===== src/rtl/tbase_pkg.sv =====
package tbase_pkg;

  typedef enum logic [1:0] {
    DOP_HOLD,
    DOP_TICK,
    DOP_LOAD,
    DOP_REINIT
  } dec_op_e;

  // Keep mask over w bits, dropping lsb_drop low bits and msb_drop high bits
  function automatic logic [63:0] keep_mask(int w, int lsb_drop, int msb_drop);
    logic [63:0] m;
    m = '0;
    for (int i = 0; i < 64; i++) begin
      if (i < w && i >= lsb_drop && i < w - msb_drop) m[i] = 1'b1;
    end
    return m;
  endfunction

endpackage


===== src/rtl/tbase_counter.sv =====
module tbase_counter #(
  parameter int TB_W = 64,
  parameter int HALF_W = TB_W / 2,
  parameter logic [HALF_W-1:0] LO_MASK = '1
) (
  input  logic              clk_i,
  input  logic              rst_ni,
  input  logic              tick_i,
  input  logic              lo_we_i,
  input  logic              hi_we_i,
  input  logic [HALF_W-1:0] wdata_i,
  output logic [HALF_W-1:0] lo_o,
  output logic [HALF_W-1:0] hi_o
);

  logic [TB_W-1:0] tb_q;
  logic            wr_any;

  assign wr_any = lo_we_i | hi_we_i;

  always_ff @(posedge clk_i or negedge rst_ni) begin
    if (!rst_ni) begin
      tb_q <= '0;
    end else if (wr_any) begin
      if (lo_we_i) tb_q[HALF_W-1:0]    <= wdata_i & LO_MASK;
      if (hi_we_i) tb_q[TB_W-1:HALF_W] <= wdata_i;
    end else if (tick_i) begin
      tb_q <= tb_q + TB_W'(1);
    end
  end

  assign lo_o = tb_q[HALF_W-1:0] & LO_MASK;
  assign hi_o = tb_q[TB_W-1:HALF_W];

  a_r2_tick_inc: assert property (@(posedge clk_i) disable iff (!rst_ni)
    tick_i && !wr_any |=> tb_q == $past(tb_q) + TB_W'(1));

  a_r2_idle_hold: assert property (@(posedge clk_i) disable iff (!rst_ni)
    !tick_i && !wr_any |=> $stable(tb_q));

  a_r3_lo_keeps_hi: assert property (@(posedge clk_i) disable iff (!rst_ni)
    lo_we_i && !hi_we_i |=> hi_o == $past(hi_o));

  a_r3_hi_keeps_lo: assert property (@(posedge clk_i) disable iff (!rst_ni)
    hi_we_i && !lo_we_i |=> lo_o == $past(lo_o));

  a_r3_hi_loaded: assert property (@(posedge clk_i) disable iff (!rst_ni)
    hi_we_i |=> hi_o == $past(wdata_i));

endmodule


===== src/rtl/dec_counter.sv =====
module dec_counter
  import tbase_pkg::*;
#(
  parameter int DEC_W = 32
) (
  input  logic             clk_i,
  input  logic             rst_ni,
  input  logic             tick_i,
  input  logic             we_i,
  input  logic [DEC_W-1:0] wdata_i,
  input  logic             reinit_i,
  output logic [DEC_W-1:0] val_o,
  output logic             event_o
);

  localparam int MSB = DEC_W - 1;

  logic [DEC_W-1:0] dec_q, dec_d;
  dec_op_e          op;
  logic             at_zero;

  assign at_zero = (dec_q == '0);

  always_comb begin
    if (reinit_i)    op = DOP_REINIT;
    else if (we_i)   op = DOP_LOAD;
    else if (tick_i) op = DOP_TICK;
    else             op = DOP_HOLD;
  end

  always_comb begin
    dec_d   = dec_q;
    event_o = 1'b0;
    unique case (op)
      DOP_REINIT: dec_d = '1;
      DOP_LOAD: begin
        dec_d   = wdata_i;
        event_o = wdata_i[MSB] & ~dec_q[MSB];
      end
      DOP_TICK: begin
        if (at_zero) begin
          dec_d   = '1;
          event_o = 1'b1;
        end else begin
          dec_d = dec_q - DEC_W'(1);
        end
      end
      default: dec_d = dec_q;
    endcase
  end

  always_ff @(posedge clk_i or negedge rst_ni) begin
    if (!rst_ni) dec_q <= '1;
    else         dec_q <= dec_d;
  end

  assign val_o = dec_q;

  a_r4_count_down: assert property (@(posedge clk_i) disable iff (!rst_ni)
    tick_i && !we_i && !reinit_i && dec_q != '0 |=> dec_q == $past(dec_q) - DEC_W'(1));

  a_r5_expiry_reload: assert property (@(posedge clk_i) disable iff (!rst_ni)
    tick_i && !we_i && !reinit_i && dec_q == '0 |=> dec_q == '1);

  a_r6_load_value: assert property (@(posedge clk_i) disable iff (!rst_ni)
    we_i && !reinit_i |=> dec_q == $past(wdata_i));

  a_r7_reinit_ones: assert property (@(posedge clk_i) disable iff (!rst_ni)
    reinit_i |=> dec_q == '1);

  a_r7_reinit_quiet: assert property (@(posedge clk_i) disable iff (!rst_ni)
    reinit_i |-> !event_o);

endmodule


===== src/rtl/pend_flag.sv =====
module pend_flag (
  input  logic clk_i,
  input  logic rst_ni,
  input  logic set_i,
  input  logic ack_i,
  output logic pend_o
);

  logic pend_q;

  always_ff @(posedge clk_i or negedge rst_ni) begin
    if (!rst_ni)     pend_q <= 1'b0;
    else if (set_i)  pend_q <= 1'b1;
    else if (ack_i)  pend_q <= 1'b0;
  end

  assign pend_o = pend_q;

  a_r8_set_wins: assert property (@(posedge clk_i) disable iff (!rst_ni)
    set_i |=> pend_o);

  a_r8_ack_clears: assert property (@(posedge clk_i) disable iff (!rst_ni)
    ack_i && !set_i |=> !pend_o);

  a_r8_sticky: assert property (@(posedge clk_i) disable iff (!rst_ni)
    !ack_i && !set_i |=> $stable(pend_o));

endmodule


===== src/rtl/tbase_dec.sv =====
module tbase_dec
  import tbase_pkg::*;
#(
  parameter int TB_W         = 64,
  parameter int DEC_W        = 32,
  parameter bit RTC_MODE     = 1'b0,
  parameter int RTC_LSB_DROP = 7,
  parameter int RTC_MSB_DROP = 2
) (
  input  logic                 clk_i,
  input  logic                 rst_ni,
  input  logic                 tick_i,
  input  logic                 tb_lo_we_i,
  input  logic                 tb_hi_we_i,
  input  logic                 dec_we_i,
  input  logic [TB_W/2-1:0]    wdata_i,
  input  logic                 reinit_i,
  input  logic                 ack_i,
  output logic [TB_W/2-1:0]    tb_lo_o,
  output logic [TB_W/2-1:0]    tb_hi_o,
  output logic [DEC_W-1:0]     dec_o,
  output logic                 dec_irq_o
);

  localparam int HALF_W = TB_W / 2;
  localparam logic [63:0] FULL_MASK = keep_mask(HALF_W, RTC_LSB_DROP, RTC_MSB_DROP);
  localparam logic [HALF_W-1:0] LO_MASK = RTC_MODE ? FULL_MASK[HALF_W-1:0] : {HALF_W{1'b1}};

  logic dec_event;

  tbase_counter #(
    .TB_W   (TB_W),
    .HALF_W (HALF_W),
    .LO_MASK(LO_MASK)
  ) u_tb (
    .clk_i  (clk_i),
    .rst_ni (rst_ni),
    .tick_i (tick_i),
    .lo_we_i(tb_lo_we_i),
    .hi_we_i(tb_hi_we_i),
    .wdata_i(wdata_i),
    .lo_o   (tb_lo_o),
    .hi_o   (tb_hi_o)
  );

  dec_counter #(
    .DEC_W(DEC_W)
  ) u_dec (
    .clk_i   (clk_i),
    .rst_ni  (rst_ni),
    .tick_i  (tick_i),
    .we_i    (dec_we_i),
    .wdata_i (wdata_i[DEC_W-1:0]),
    .reinit_i(reinit_i),
    .val_o   (dec_o),
    .event_o (dec_event)
  );

  pend_flag u_pend (
    .clk_i (clk_i),
    .rst_ni(rst_ni),
    .set_i (dec_event),
    .ack_i (ack_i),
    .pend_o(dec_irq_o)
  );

  a_r6_sign_flip_irq: assert property (@(posedge clk_i) disable iff (!rst_ni)
    dec_we_i && !reinit_i && wdata_i[DEC_W-1] && !dec_o[DEC_W-1] |=> dec_irq_o);

  a_r9_lo_masked_read: assert property (@(posedge clk_i) disable iff (!rst_ni)
    tb_lo_we_i |=> (tb_lo_o & ~LO_MASK) == '0);

endmodule


===== config.mk =====
export PLATFORM = sky130hd
export DESIGN_NAME = tbase_dec
export DESIGN_NICKNAME = d
export VERILOG_FILES = /design/src/rtl/tbase_pkg.sv /design/src/rtl/tbase_counter.sv /design/src/rtl/dec_counter.sv /design/src/rtl/pend_flag.sv /design/src/rtl/tbase_dec.sv
export SDC_FILE = /design/constraint.sdc
export NUM_CORES = 1
export LEC_CHECK = 0
export BUFFER_PORTS_ARGS = -buffer_cell sky130_fd_sc_hd__buf_4
export CELL_PAD_IN_SITES_DETAIL_PLACEMENT = 0
export CELL_PAD_IN_SITES_GLOBAL_PLACEMENT = 1
export CORE_MARGIN = 2
export CORE_UTILIZATION = 35
export CTS_BUF_LIST = sky130_fd_sc_hd__clkbuf_8 sky130_fd_sc_hd__clkbuf_16
export DETAILED_ROUTE_END_ITERATION = 12
export PLACE_DENSITY = 0.79
export SYNTH_ARGS = -nofsm -noshare
export SYNTH_HDL_FRONTEND = slang
export SYNTH_SLANG_ARGS = --single-unit
export TNS_END_PERCENT = 10

===== constraint.sdc =====
create_clock -name clk_i -period 4.27 [get_ports clk_i]
set_input_delay 0.2135 -clock clk_i [delete_from_list [all_inputs] [get_ports clk_i]]
set_output_delay 0.2135 -clock clk_i [all_outputs]
set_load 0.02 [all_outputs]

==> impl_metrics.csv <==
group,metric,value,unit
synth,avgSynthCellArea,8.216,um2
sta,timing.slew.headroom,0.1299,
synth,synth_compound_area_frac,0.2384,
floorplanning,dieArea,0.01941,mm2
grt,antenna_found_initial,0,
clock_network,h-tree-depth,3,
clock_network,numCtsBuffers,9,
worst_setup_path,arrival,3.29,ns
worst_setup_path,slowest_stage,"a41o_1",
sta,grt_setup_unrepaired,"no",
synth,synthMuxAreaShare,0.01152,
floorplanning,ios,137,
cells_and_area,final_nets,935,
floorplanning,die_w,139.3,um
worst_setup_path,r2r-start,"u_dec.val_o[15]",
grt,overflow,0,
sta,finalSetupTns,0,ns
sta,worstMarginPinSlew,1.305,ns
cells_and_area,layout-drive-gt1-share,0.2383,
pwr,peakVddDrop,0.0002106,V
grt,grt_max_degree,68,
synth,synth_cell_types,66,
synth,synth_top_family_by_area,"simple AND/OR/NAND/NOR gates",
worst_setup_path,crit_type,"reg2reg",
detailed_routing,vias,6978,
pwr,pwr_density_cell,356.1,mW/mm2
detailed_routing,drt.antenna.violating_nets,0,
worst_setup_path,startpoint,"u_dec.val_o[15]",
sta,whs,-0.008777,ns
clock_network,clk_pin_slew,0.07,ns
detailed_routing,dr.pass1.iters,5,
sta,fmax,0.3323,GHz
worst_setup_path,max_stage_delay,0.96,ns
sta,slew_viol_final,0,
synth,synth_warnings,0,
synth,synth_top_area_cell,"dfrtp_1",
synth,synth_xor_xnor_area_share,0.02733,
synth,syn_nets,826,
detailed_routing,wl_per_cell,22.28,um
synth,synthTopCellsByArea,"dfrtp_1 25%, dfstp_2 13%, o21ai_0 6.0%, nor2_1 4.5%, a21oi_1 3.5%",
place,place_area,0.007605,mm2
synth,synthSimpleGateAreaFrac,0.2813,
floorplanning,floorplan.initialDensity,0.3568,
synth,synthTopCellsByCount,"77 x nor2_1, 77 x o21ai_0, 65 x dfrtp_1",
detailed_routing,drc,0,
synth,synthAdderAreaFrac,0.01171,
place,routabilityCongestion,0.9074,
pwr,total_power,2.816,mW
grt,grt_usage,0.2539,
synth,ys_seq_elements,97,
sta,post-route-period-util,0.7048,
clock_network,cts-root-buf,"clkbuf_16",
cells_and_area,antenna_cells,0,
clock_network,cts_resized,0,
floorplanning,die_h,139.3,um
worst_setup_path,worstPathMaxFanout,27,
worst_setup_path,reg2reg_slack,1.26,ns
detailed_routing,via_per_inst,6.214,
place,dp_hpwl,18.28,mm
synth,async_flop_share,1.000,
sta,setup_violations,0,
synth,synth-main-ff-cell,"dfrtp_1",
clock_network,postCtsSetupBuffers,0,
sta,skew,0.007968,ns
detailed_routing,initialDrtViolationCount,623,
place,portBuffers,136,
floorplanning,num_rows,49,
worst_setup_path,start_kind,"flip-flop",
synth,ys_seq_area_frac,0.3850,
detailed_routing,routed_wirelength,25.02,mm
cells_and_area,syn_to_final_growth,23.37,%
clock_network,cts_tree,"built",
clock_network,clockBufferDepth,2,
synth,netlist.area_leader.share,0.2538,
synth,synthCells,780,
sta,hold_viol,13,
cells_and_area,fin_area,0.007906,mm2
worst_setup_path,critPathRequiredTime,4.55,ns
hold_path,hp-class,"in2async",
clock_network,cts_sinks,97,
floorplanning,core-area,0.01796,mm2
synth,synth_edf_count,0,
grt,grt_pass1_wl,38.48,mm
synth,synth_area,0.006409,mm2
cells_and_area,nFillCells,1829,
worst_setup_path,cp-end-kind,"flip-flop",
grt,grt_pass1_vias,6436,
run_status,failed_checks,"hold timing",
pwr,p_leak,3.071,nW
sta,period_minus_slack,3.009,ns
run_status,outcome,"finished, violations left",
job,maxCapViolations,0,
worst_setup_path,crit_chain,"or4_1, nor3b_2, a41o_1, a211oi_1, o21ai_0",
clock_network,insertion_delay,0.36,ns
clock_network,cts_hold_buf,0,
==> registers in the layout (all words and copies together) (netlist names) <==
| name | count |
|---|---|
| u_tb.tb_q | 64 |
| u_pend.pend_o | 1 |
| u_dec.val_o | 32 |
==> layout by cell type (no fill, tap or decap), drive strengths merged, types with 15 or more instances in the layout <==
cell type  instances
nor2              77
nand3             40
a21oi             45
inv               22
nand4             37
buf              148
nor4              22
a221oi            15
nor3              30
nand2             60
dfstp             32
o21ai             79
dfrtp             65
and3              17
==> per-layer routing <==
layer,wire length [um],vias up,track usage
li1,-,3192,-
met1,10960,3414,0.3556
met3,1885,53,0.04818
met2,11070,319,0.3756
met4,1098,0,0.1255
met5,0,-,0
==> kinds of logic after synthesis <==
kind of cell               after synthesis
AOI/OAI and AO/OA                      237
xor gates and xnor gates                20
adders and majority gates                6
buffers and inverters                   72
DFF                                     97
muxes                                    7
and+or+nand+nor                        341
==> worst max-delay path: cells and delay by family, from the launching register on <==
kind / cells / cell delay [ns]
flops: 1 / 0.41
compound gates: 3 / 1.31
simple gates: 2 / 1.21
==> report_power, final <==
group	total, mW	internal [mW]	switching, mW
combinational	0.732	0.292	0.440
clock	0.850	0.462	0.388
sequential	1.23	1.06	0.174
==> metrics by stage <==
| stage | hold WS, ns | instances | setup WS, ns | util |
|---|---|---|---|---|
| CTS | 0.02320 | 1123 | 1.291 | 0.4401 |
| detailed placement | 0.4064 | 1107 | 1.264 | 0.4233 |
| global route | 0.06737 | 1123 | 1.025 | 0.4401 |
| floorplan | -0.08209 | 780 | 1.882 | - |
| finish | -0.008777 | 1123 | 1.261 | 0.4401 |
| global placement | 0.4191 | 1107 | 1.331 | 0.4233 |
==> final cells by class <==
type / count / area, um2 / share of cell area
Multi-Input combinational cell: 611 / 3657 / 0.4626
Sequential cell: 97 / 2467 / 0.3121
Timing Repair Buffer: 148 / 1111 / 0.1405
Tap cell: 229 / 286.5 / 0.03624
Clock buffer: 12 / 277.8 / 0.03513
Inverter: 22 / 82.58 / 0.01044
Clock inverter: 4 / 23.77 / 0.003007
==> final timing paths <==
kind,end,cells past startpoint
max reg2reg,u_dec.val_o[10],5
min reg2reg,u_dec.val_o[31],2
max,u_dec.val_o[10],5
max in group asynchronous,u_dec.val_o[19],2
min in group clk_i,u_pend.pend_o,2
min,u_tb.tb_q[39],1
No activity file was read; power rests on OpenSTA's default activity.
